<file path="src/rtl/cap_pair_pkg.sv">
package cap_pair_pkg;

   typedef enum logic [1:0] {
      EDGE_OFF  = 2'b00,
      EDGE_RISE = 2'b01,
      EDGE_FALL = 2'b10,
      EDGE_BOTH = 2'b11
   } edge_mode_e;

   localparam int CTRL_W      = 8;
   localparam int NUM_CH      = 2;
   localparam int FLAG_BASE   = 6;  // flag of channel i at bit FLAG_BASE+i
   localparam int IE_BASE     = 4;  // enable of channel i at bit IE_BASE+i
   localparam logic [1:0] ADDR_CTRL   = 2'd0;
   localparam logic [1:0] ADDR_CAP_LO = 2'd1;
   localparam logic [1:0] ADDR_CAP_HI = 2'd2;

   function automatic logic edge_hit(edge_mode_e mode, logic cur, logic prv);
      case (mode)
         EDGE_RISE: edge_hit = cur & ~prv;
         EDGE_FALL: edge_hit = ~cur & prv;
         EDGE_BOTH: edge_hit = cur ^ prv;
         default:   edge_hit = 1'b0;
      endcase
   endfunction

endpackage

</file>
<file path="src/rtl/cap_sync.sv">
module cap_sync #(
   parameter int STAGES = 2
) (
   input  logic clk,
   input  logic rst_n,
   input  logic d,
   output logic q
);
   logic [STAGES-1:0] sr;

   generate
      if (STAGES < 2) begin : g_bad
         $error("cap_sync: STAGES must be at least 2");
      end
   endgenerate

   always_ff @(posedge clk or negedge rst_n) begin
      if (!rst_n) sr <= '0;
      else        sr <= {sr[STAGES-2:0], d};
   end

   assign q = sr[STAGES-1];
endmodule

</file>
<file path="src/rtl/cap_edge_det.sv">
module cap_edge_det
   import cap_pair_pkg::*;
(
   input  logic       clk,
   input  logic       rst_n,
   input  edge_mode_e mode,
   input  logic       smp,
   output logic       hit
);
   logic prv_q;

   // previous sample tracks always, so enabling a mode never fakes an edge
   always_ff @(posedge clk or negedge rst_n) begin
      if (!rst_n) prv_q <= 1'b0;
      else        prv_q <= smp;
   end

   assign hit = edge_hit(mode, smp, prv_q);
endmodule

</file>
<file path="src/rtl/cap_channel.sv">
module cap_channel
   import cap_pair_pkg::*;
#(
   parameter int CNT_W       = 16,
   parameter int SYNC_STAGES = 2
) (
   input  logic             clk,
   input  logic             rst_n,
   input  logic             pin,
   input  edge_mode_e       mode,
   input  logic [CNT_W-1:0] cnt,
   output logic             evt,
   output logic [CNT_W-1:0] cap
);
   logic smp;

   cap_sync #(.STAGES(SYNC_STAGES)) sync_i (
      .clk(clk), .rst_n(rst_n), .d(pin), .q(smp)
   );

   cap_edge_det det_i (
      .clk(clk), .rst_n(rst_n), .mode(mode), .smp(smp), .hit(evt)
   );

   always_ff @(posedge clk or negedge rst_n) begin
      if (!rst_n)   cap <= '0;
      else if (evt) cap <= cnt;
   end
endmodule

</file>
<file path="src/rtl/cap_pair_unit.sv">
module cap_pair_unit
   import cap_pair_pkg::*;
#(
   parameter int CNT_W       = 16,
   parameter int SYNC_STAGES = 2
) (
   input  logic             clk,
   input  logic             rst_n,
   input  logic             bus_wr,
   input  logic [1:0]       bus_addr,
   input  logic [7:0]       bus_wdata,
   output logic [CNT_W-1:0] bus_rdata,
   input  logic             cap_pin_lo,
   input  logic             cap_pin_hi,
   input  logic [CNT_W-1:0] tmr_count,
   output logic             irq_lo,
   output logic             irq_hi
);
   localparam int CFG_W = FLAG_BASE;

   generate
      if (CNT_W < CTRL_W) begin : g_bad_w
         $error("cap_pair_unit: CNT_W must cover the control byte");
      end
      if (SYNC_STAGES < 2) begin : g_bad_s
         $error("cap_pair_unit: SYNC_STAGES must be at least 2");
      end
   endgenerate

   logic [CFG_W-1:0]  cfg_q;
   logic [NUM_CH-1:0] flag_q;
   logic [NUM_CH-1:0] evt;
   logic [NUM_CH-1:0] pins;
   logic [NUM_CH-1:0] irq;
   logic [CNT_W-1:0]  cap_q [NUM_CH];
   logic [CNT_W-1:0]  cap_lo, cap_hi;
   logic [CTRL_W-1:0] ctrl_view;
   logic              wr_ctrl;

   assign wr_ctrl = bus_wr && (bus_addr == ADDR_CTRL);
   assign pins    = {cap_pin_hi, cap_pin_lo};

   always_ff @(posedge clk or negedge rst_n) begin
      if (!rst_n)       cfg_q <= '0;
      else if (wr_ctrl) cfg_q <= bus_wdata[CFG_W-1:0];
   end

   generate
      for (genvar i = 0; i < NUM_CH; i++) begin : g_ch
         cap_channel #(.CNT_W(CNT_W), .SYNC_STAGES(SYNC_STAGES)) ch_i (
            .clk  (clk),
            .rst_n(rst_n),
            .pin  (pins[i]),
            .mode (edge_mode_e'(cfg_q[2*i +: 2])),
            .cnt  (tmr_count),
            .evt  (evt[i]),
            .cap  (cap_q[i])
         );

         // hardware set has priority over a software clear
         always_ff @(posedge clk or negedge rst_n) begin
            if (!rst_n) flag_q[i] <= 1'b0;
            else        flag_q[i] <= evt[i] |
                                     (flag_q[i] & ~(wr_ctrl & ~bus_wdata[FLAG_BASE+i]));
         end

         assign irq[i] = flag_q[i] & cfg_q[IE_BASE+i];
      end
   endgenerate

   assign cap_lo    = cap_q[0];
   assign cap_hi    = cap_q[1];
   assign ctrl_view = {flag_q, cfg_q};
   assign irq_lo    = irq[0];
   assign irq_hi    = irq[1];

   always_comb begin
      bus_rdata = '0;
      case (bus_addr)
         ADDR_CTRL:   bus_rdata[CTRL_W-1:0] = ctrl_view;
         ADDR_CAP_LO: bus_rdata = cap_lo;
         ADDR_CAP_HI: bus_rdata = cap_hi;
         default:     bus_rdata = '0;
      endcase
   end
endmodule

</file>
<file path="config.mk">
export PLATFORM = sky130hd
export DESIGN_NAME = cap_pair_unit
export DESIGN_NICKNAME = d
export VERILOG_FILES = /design/src/rtl/cap_pair_pkg.sv /design/src/rtl/cap_sync.sv /design/src/rtl/cap_edge_det.sv /design/src/rtl/cap_channel.sv /design/src/rtl/cap_pair_unit.sv
export SDC_FILE = /design/constraint.sdc
export NUM_CORES = 1
export LEC_CHECK = 0
export ABC_AREA = 1
export BUFFER_PORTS_ARGS = -buffer_cell sky130_fd_sc_hd__clkbuf_2
export CAP_MARGIN = 20
export CORE_ASPECT_RATIO = 1.5
export CORE_MARGIN = 5
export CORE_UTILIZATION = 54
export CTS_CLUSTER_DIAMETER = 200
export DETAILED_ROUTE_END_ITERATION = 8
export GPL_TIMING_DRIVEN = 0
export PLACE_DENSITY = 0.84
export RECOVER_POWER = 50
export SLEW_MARGIN = 20
export SYNTH_ARGS = -nofsm -noshare
export SYNTH_HDL_FRONTEND = slang
export SYNTH_SLANG_ARGS = --single-unit
</file>
<file path="constraint.sdc">
create_clock -name clk -period 2.2 [get_ports clk]
set_input_delay 0.55 -clock clk [delete_from_list [all_inputs] [get_ports clk]]
set_output_delay 0.55 -clock clk [all_outputs]
set_load 0.005 [all_outputs]
</file>
### Word-level counts from Yosys, hierarchy flattened

Cells that the tools add are included.

| word-level totals | value |
|---|---|
| bits of input ports | 31 |
| register bits | 46 |
| word-level logic and storage cells | 45 |
| output and inout bits | 18 |

| cells by class | value |
|---|---|
| reduce and logical (&&, ||, !) cells | 2 |
| multiplexer cells | 4 |
| equality and inequality tests | 8 |
| bitwise operators | 22 |

Operators with widths:

| operator | number |
|---|---|
| $pmux W8 S3 | 1 |
| $pmux W8 S2 | 1 |
| $and A1 B1 Y1 | 10 |
| $eq A2 B2 Y1 const B | 5 |
| $not A1 Y1 | 8 |
| $eq A2 B1 Y1 const B | 3 |
| $pmux W1 S3 | 2 |
| $logic_not A2 Y1 | 1 |
| $or A1 B1 Y1 | 2 |
| $xor A1 B1 Y1 | 2 |
| $logic_and A1 B1 Y1 | 1 |

### Depth between registers and ports, before layout

Gate-level depths: netlist (run 1).

| logic depth | value |
|---|---|
| depth in word-level cells | 6 |
| mapped depth | 8 |
| gate-level depth less buffers | 7 |

### Hierarchy

Synthesis (run 1) repeated with hierarchy kept, for this count alone.

| second synthesis, totals | value |
|---|---|
| cell total of the unflattened synthesis | 286 |
| area, all modules | 2319.7 sq um |

Modules (own cells, without submodules):

| module | instances | area an instance (sq um) | seq. area each (sq um) | cells each |
|---|---|---|---|---|
| cap_channel | 2 | 644.4 | 400.4 | 68 |
| cap_pair_unit | 1 | 753.2 | 200.2 | 122 |
| cap_edge_det | 2 | 88.8 | 25.0 | 12 |
| cap_sync | 2 | 50.0 | 50.0 | 2 |

### Least setup slack after synthesis (run 1)

OpenSTA, ideal clock, no wires.

| path | value |
|---|---|
| kind | in2out |
| start point | in bus_addr[1] |
| end point | out bus_rdata[5] |
| path buffers | 2 |
| data required time | 1.650 ns |
| slack | 0.285 ns |
| stages | 8 |
| arrival time | 1.365 ns |
| path through | inv_1 > ha_1 > clkbuf_1 > buf_2 > nand2_1 > nand3_1 > nand2_1 > inv_1 |

| on the way | value |
|---|---|
| longest elaborated chain between the ends | 2 |
| elaborated cells between the ends (all ways) | 4 |
| those cells by class | 2 x eq/ne; 1 x mux; 1 x reduce/logical |

Ends and longest elaborated chain:

| item | line | text |
|---|---|---|
| from (decl) | cap_pair_unit.sv:10 | `input logic [1:0] bus_addr,` |
| $eq A2 B2 Y1, or another cell as far along | cap_pair_unit.sv:79 | `case (bus_addr)` |
| $pmux W8 S3 * | cap_pair_unit.sv:79 |  |
| to (decl) | cap_pair_unit.sv:12 | `output logic [CNT_W-1:0] bus_rdata,` |

Every way passes the cells marked *; elsewhere a longest branch is shown, timed or not.

### Worst setup path in the final report (run 1)

| path | value |
|---|---|
| start point | in bus_addr[0] |
| end point | out bus_rdata[15] |

| on the way | value |
|---|---|
| longest elaborated chain between the ends | 2 |
| elaborated cells between the ends (all ways) | 3 |
| those cells by class | 2 x eq/ne; 1 x mux |

Ends and longest elaborated chain:

| item | line |
|---|---|
| $eq A2 B2 Y1 / $eq A2 B1 Y1 (equally long branches) | cap_pair_unit.sv:79 |
| $pmux W8 S2 * | cap_pair_unit.sv:79 |

Marks and branches as above.

==> summary.txt, run 1 <==
Status
  – Status: complete, no violations

Detailed routing
  – Vias per cell: 5.59
  – Wire per inst: 15.4 µm
  – Antenna Violating Nets Remaining: 0
  – TritonRoute pass-1 iters: 4
  – DRC viols: 0
  – Routed WL: 6030 µm
  – DR iter-0 viols: 115
  – Detailed-route via count: 2187

Global routing
  – First-pass GRT wire length: 10200 µm
  – Remaining global-route overflow: 0
  – Number of global-route vias before repair: 2251
  – Pin count of the biggest net entering global routing: 31
  – Initial antenna violation count: 0
  – GRT Util Overall: 0.219

Layout
  – Most common cell after layout, fill and taps aside: nand2_1
  – Area delta synth->final: 16.8%
  – Share of cells above drive strength 1: 0.223
  – Nets: 384
  – Most frequent cells in the layout: nand2_1, nand3_1, clkbuf_2
  – Fin area: 2740 µm²
  – # diodes: 0

Worst setup path
  – CP max-delay cell: ha_2
  – Cell chain of the critical path: clkbuf_2 -> inv_1 -> ha_2 -> inv_1 -> a21oi_1 -> clkbuf_2
  – Worst Path Max Fanout: 8
  – Max incr delay on CP: 0.33 ns
  – Worst EP required: 1.65 ns
  – CP Capture Type: output pin
  – Crit path launch type: primary input
  – Critical setup path kind: in2out
  – WP data arrival: 1.57 ns

Pwr
  – Seq pwr share: 0.503
  – Total power per unit cell area: 877 nW/µm²
  – Overall Power: 2400 µW
  – Sw Ratio: 0.347
  – Clk pwr share: 0.208
  – Switch Pwr: 835 µW
  – Internal: 1570 µW
  – Combinational power share: 0.289
  – Maximum vdd ir drop: 585 µV
  – Leakage: 0.00152 µW

Placed design
  – GP Congestion: 0.812
  – Count of input and output buffers: 48
  – Placed Area: 2660 µm²
  – HPWL Detailed: 4310 µm

CTS
  – Root buf cell: clkbuf_8
  – Setup Fix Bufs, Post-CTS: 0
  – Clock-pin slew on the worst setup and hold paths: 0.08 ns
  – Post-cts hold buffer count: 0
  – Max Root-Sink Buffers: 2
  – CTS tree: done
  – Clk_lat worst skew: 0.31 ns
  – CTS buffer count: 5
  – CTS H-tree lvls: 2
  – Post-cts resize count: 3
  – Clock sinks: 46

Synth
  – Top-area cell type share of the netlist area: 0.491
  – Yosys warnings: 0
  – Mean Syn Cell Area: 8.01 µm²
  – Gate Count Post-Synth: 293
  – Flops & latches, synth: 46
  – Synth Net Count: 332
  – Register area share after synthesis: 0.491
  – Synth Cell Area: 2350 µm²
  – Yosys cell types: 15
  – Top area cells in the synthesized netlist: dfrtp_1, nand3_1, nand2_1
  – Leading area contributor after synthesis: dfrtp_1

STA
  – Minimum clock period: 2.12 ns
  – Max Fclk: 472 MHz
  – Worst slew pin tran: 0.912 ns
  – Relative slew slack: 0.392
  – Period utilization: 0.964
  – # setup viols final: 0
  – Final Skew: 0.00644 ns
  – Final Hold Fails: 0
  – Unrepaired setup endpoints after global routing: no
  – Max-slew violation count: 0

Floorplanning
  – CORE AREA: 4210 µm²
  – Die area: 5790 µm²
  – Core Rows: 29
  – Num ports: 49
  – Die width: 63.8 µm
  – Die Y: 90.7 µm
  – Initial cell density of the core: 0.557

Job
  – MaxCap Viol Count: 0

Worst hold path
  – Hold crit path type: in2async
-- path summary, 6_finish.rpt --
check | slack [ns] | startpoint | cells after the start | endpoint
hold / removal | 0.35 | rst_n | 1 | g_ch[0].ch_i.cap[4]
setup reg to reg | 0.60 | g_ch[0].ch_i.sync_i.sr[1] | 7 | g_ch[0].ch_i.cap[15]
min in group clk | 0.35 | cap_pin_lo | 1 | g_ch[0].ch_i.sync_i.sr[0]
setup / recovery | 0.08 | bus_addr[0] | 6 | bus_rdata[15]
hold reg to reg | 0.36 | g_ch[0].ch_i.sync_i.sr[0] | 0 | g_ch[0].ch_i.sync_i.sr[1]
max in group asynchronous | 0.62 | rst_n | 2 | g_ch[1].ch_i.cap[15]
-- worst max-delay path, delay by kind of cell --
kind                     cells  cell delay (ns)
buffers and inverters        4             0.52
adder cells (fa/ha/maj)      1             0.33
AO/OA/AOI/OAI                1             0.17
-- cells by family after synthesis --
family | Yosys count | synth area share
AO/OA/AOI/OAI | 14 | 0.0299
buffers and inverters | 40 | 0.0821
AND/OR/NAND/NOR | 185 | 0.355
adder cells (fa/ha/maj) | 8 | 0.0427
flip-flops | 46 | 0.491
-- flip-flops by register name (all words and copies together), names as in the netlist --
name	count
g_ch.ch_i.det_i.prv_q	2
g_ch.ch_i.sync_i.sr	4
ctrl_view	2
g_ch.ch_i.cap	32
cfg_q	6
-- Yosys cell counts (all sizes together) --
| master | count |
|---|---|
| nor2 | 4 |
| o21ai | 2 |
| nand2 | 99 |
| nand3 | 82 |
| ha | 8 |
| inv | 26 |
| dfrtp | 46 |
| clkbuf | 4 |
| buf | 10 |
| a21oi | 12 |
-- metrics by stage --
step | TNS [ns] | worst slack, ns | hold WS [ns] | util | cells
finish | 0 | 0.0799 | 0.349 | 0.651 | 391
global route | 0 | 0.00113 | 0.344 | 0.651 | 391
CTS | 0 | 0.0641 | 0.197 | 0.648 | 391
detailed placement | -2.18 | -0.210 | 0.345 | 0.633 | 388
global placement | -1.75 | -0.177 | 0.333 | 0.628 | 387
floorplan | 0 | 0.285 | 0.254 | - | 293
-- layer usage --
metal  vias to the layer above  part of all wire  GRT usage
met2                        76              0.53      0.377
met4                         0             0.025     0.0936
li1                       1046                 -          -
met3                        15             0.053     0.0461
met5                         -                 0          0
met1                      1050              0.39      0.255
-- power by group through the flow --
stage | clock network, µW | registers, µW | logic (µW)
after floorplan | 0 | 1180 | 470
after global placement | 0 | 1210 | 654
after detailed placement | 0 | 1220 | 689
after CTS | 495 | 1200 | 697
after global routing | 546 | 1230 | 784
final | 501 | 1210 | 693
-- layout make-up --
type / count / area, µm²
clock buffers: 7 / 76.3
flip-flops and latches: 46 / 1150
inverters: 26 / 97.6
fillers: 378 / 1470
multi-input cells: 207 / 1030
well taps: 46 / 57.6
repair buffers: 49 / 244
plain buffers: 10 / 85.1
Power figures use the tool's default switching activity.
==> run 2: changes to the inputs <==
CORE_UTILIZATION = 56   (was 54)
CTS_BUF_LIST = sky130_fd_sc_hd__clkbuf_8   (was default)
PLACE_DENSITY = 0.86   (was 0.84)
==> run 2 against run 1 <==
Against the previous run:
- sequential power hardly changed
- final area is 1.1% higher
- setup slack improved by 0.032 ns
- first-iteration DRC count grew 52%
- non-clock buffer count grew 1
- final cell count rose by 0.26%
- power grew 4.4%
- maximum frequency rose by 1.5%
- worst hold slack better by 0.0049 ns
- die area is 3.1% lower
- largest cell class unchanged
==> summary.txt, run 2 (synthesis results as in run 1) <==
Status
  – Status: complete, no violations

Floorplanning
  – Core Rows: 28
  – Die area: 5610 µm²
  – Die Y: 89.3 µm
  – Num ports: 49
  – Initial cell density of the core: 0.587
  – CORE AREA: 3990 µm²
  – Die width: 62.8 µm

STA
  – Worst slew pin tran: 0.962 ns
  – Relative slew slack: 0.359
  – Unrepaired setup endpoints after global routing: no
  – Final Hold Fails: 0
  – Max Fclk: 479 MHz
  – Max-slew violation count: 0
  – Final Skew: 0.00571 ns
  – # setup viols final: 0
  – Sum Neg Setup Slack: 0 ns
  – Period utilization: 0.949
  – Minimum clock period: 2.09 ns
  – Worst Slack Setup Final: 0.112 ns

CTS
  – CTS buffer count: 5
  – Setup Fix Bufs, Post-CTS: 0
  – Root buf cell: clkbuf_8
  – CTS tree: done
  – CTS H-tree lvls: 2
  – Max Root-Sink Buffers: 2
  – Post-cts hold buffer count: 0
  – Clock-pin slew on the worst setup and hold paths: 0.08 ns
  – Clk_lat worst skew: 0.30 ns
  – Clock sinks: 46

Detailed routing
  – Antenna Violating Nets Remaining: 0
  – Wire per inst: 15.1 µm
  – Vias per cell: 5.60
  – DRC viols: 0
  – TritonRoute pass-1 iters: 5
  – Routed WL: 5910 µm
  – Detailed-route via count: 2197
  – DR iter-0 viols: 175

Layout
  – Biggest regs: g_ch.ch_i.cap (32), cfg_q (6), g_ch.ch_i.sync_i.sr (4)
  – Area delta synth->final: 18.1%
  – Nets: 385
  – Top reg by flops: g_ch.ch_i.cap
  – Most common cell after layout, fill and taps aside: nand2_1
  – Share of cells above drive strength 1: 0.225
  – # diodes: 0
  – Non-filler instance count after layout: 392
  – Most frequent cells in the layout: nand2_1, nand3_1, clkbuf_2
  – Max reg flops: 32

Worst setup path
  – Crit path launch type: primary input
  – CP Capture Type: output pin
  – Worst EP required: 1.65 ns
  – Worst R2R Path Depth: 7
  – WP data arrival: 1.54 ns
  – Critical setup path kind: in2out
  – RR Endpoint: g_ch[0].ch_i.cap[11]
  – R2r setup slk: 0.58 ns
  – RR Startpoint: g_ch[0].ch_i.sync_i.sr[1]
  – Worst Path Max Fanout: 10

Placed design
  – HPWL Detailed: 4260 µm
  – Placed Cells: 387
  – Pre-CTS setup slack: -0.182 ns
  – Count of input and output buffers: 48
  – GP Congestion: 0.801

Worst hold path
  – Hold Path Depth: 1
  – Min-Delay Endpoint: g_ch[1].ch_i.sync_i.sr[0]
  – Worst hold start: cap_pin_hi
  – Hold crit path type: in2reg

Pwr
  – Seq pwr share: 0.481
  – Clk pwr share: 0.243
  – Sw Ratio: 0.329
  – Leakage: 0.00154 µW
  – Total power per unit cell area: 905 nW/µm²
  – Maximum vdd ir drop: 730 µV
  – Switch Pwr: 826 µW
  – Combinational power share: 0.275
  – Internal: 1680 µW

Job
  – MaxCap Viol Count: 0

Global routing
  – Pin count of the biggest net entering global routing: 30
  – GRT Util Overall: 0.225
  – First-pass GRT wire length: 10100 µm
  – Remaining global-route overflow: 0
  – Initial antenna violation count: 0
  – Number of global-route vias before repair: 2252
-- run 2: layout make-up --
cell class / instances / area [µm²]
multi-input combinational: 207 / 1020
sequential: 46 / 1150
fill: 338 / 1220
clock inverter: 3 / 40.0
timing repair buffer: 49 / 244
inverter: 26 / 97.6
tap: 45 / 56.3
buffer: 11 / 96.3
clock buffer: 5 / 68.8
-- run 2: through the flow --
step	cell area [µm²]	hold slack, ns	total power, µW	util
floorplan	2350	0.254	1650	-
finish	2770	0.354	2510	0.694
global placement	2640	0.332	1860	0.662
global route	2770	0.347	2680	0.694
detailed placement	2660	0.340	1900	0.667
CTS	2770	0.208	2520	0.692
-- run 2: how the worst max path moves through the flow --
stage,start,to,slack [ns],depth (start not counted)
after global placement,bus_addr[0],bus_rdata[15],-0.18,8
after global routing,bus_addr[0],bus_rdata[0],0.02,9
after CTS,bus_addr[1],bus_rdata[5],0.003,9
after floorplan,bus_addr[1],bus_rdata[5],0.29,8
after detailed placement,bus_addr[1],bus_rdata[6],-0.18,10
final,bus_addr[0],bus_rdata[5],0.11,9
-- run 2: timing repair --
action,4_1_cts,5_1_grt
endpoints found under the setup margin,16,13
hold endpoints to repair,0,0
gates cloned,0,0
resized for setup,3,9
-- run 2: metal layers --
metal / GRT usage / vias up / part of all wire
li1: - / 1052 / -
met1: 0.263 / 1052 / 0.38
met2: 0.403 / 81 / 0.53
met3: 0.0390 / 12 / 0.059
met4: 0.106 / 0 / 0.022
met5: 0 / - / 0
-- run 2: worst max-delay path, cell delays in order --
cell      delay [ns]
clkbuf_2        0.12
inv_1           0.12
ha_1            0.20
buf_6           0.15
nand2_1         0.08
nand3_1         0.11
nand2_1         0.05
inv_1           0.05
clkbuf_2        0.10
-- run 2: power by group through the flow --
stage          Combinational (µW)  Sequential [µW]  Clock (µW)
2_1_floorplan                 470             1180           0
3_3_place_gp                  656             1210           0
3_5_place_dp                  682             1220           0
4_1_cts                       695             1210         622
5_1_grt                       788             1240         649
6_report                      691             1210         610
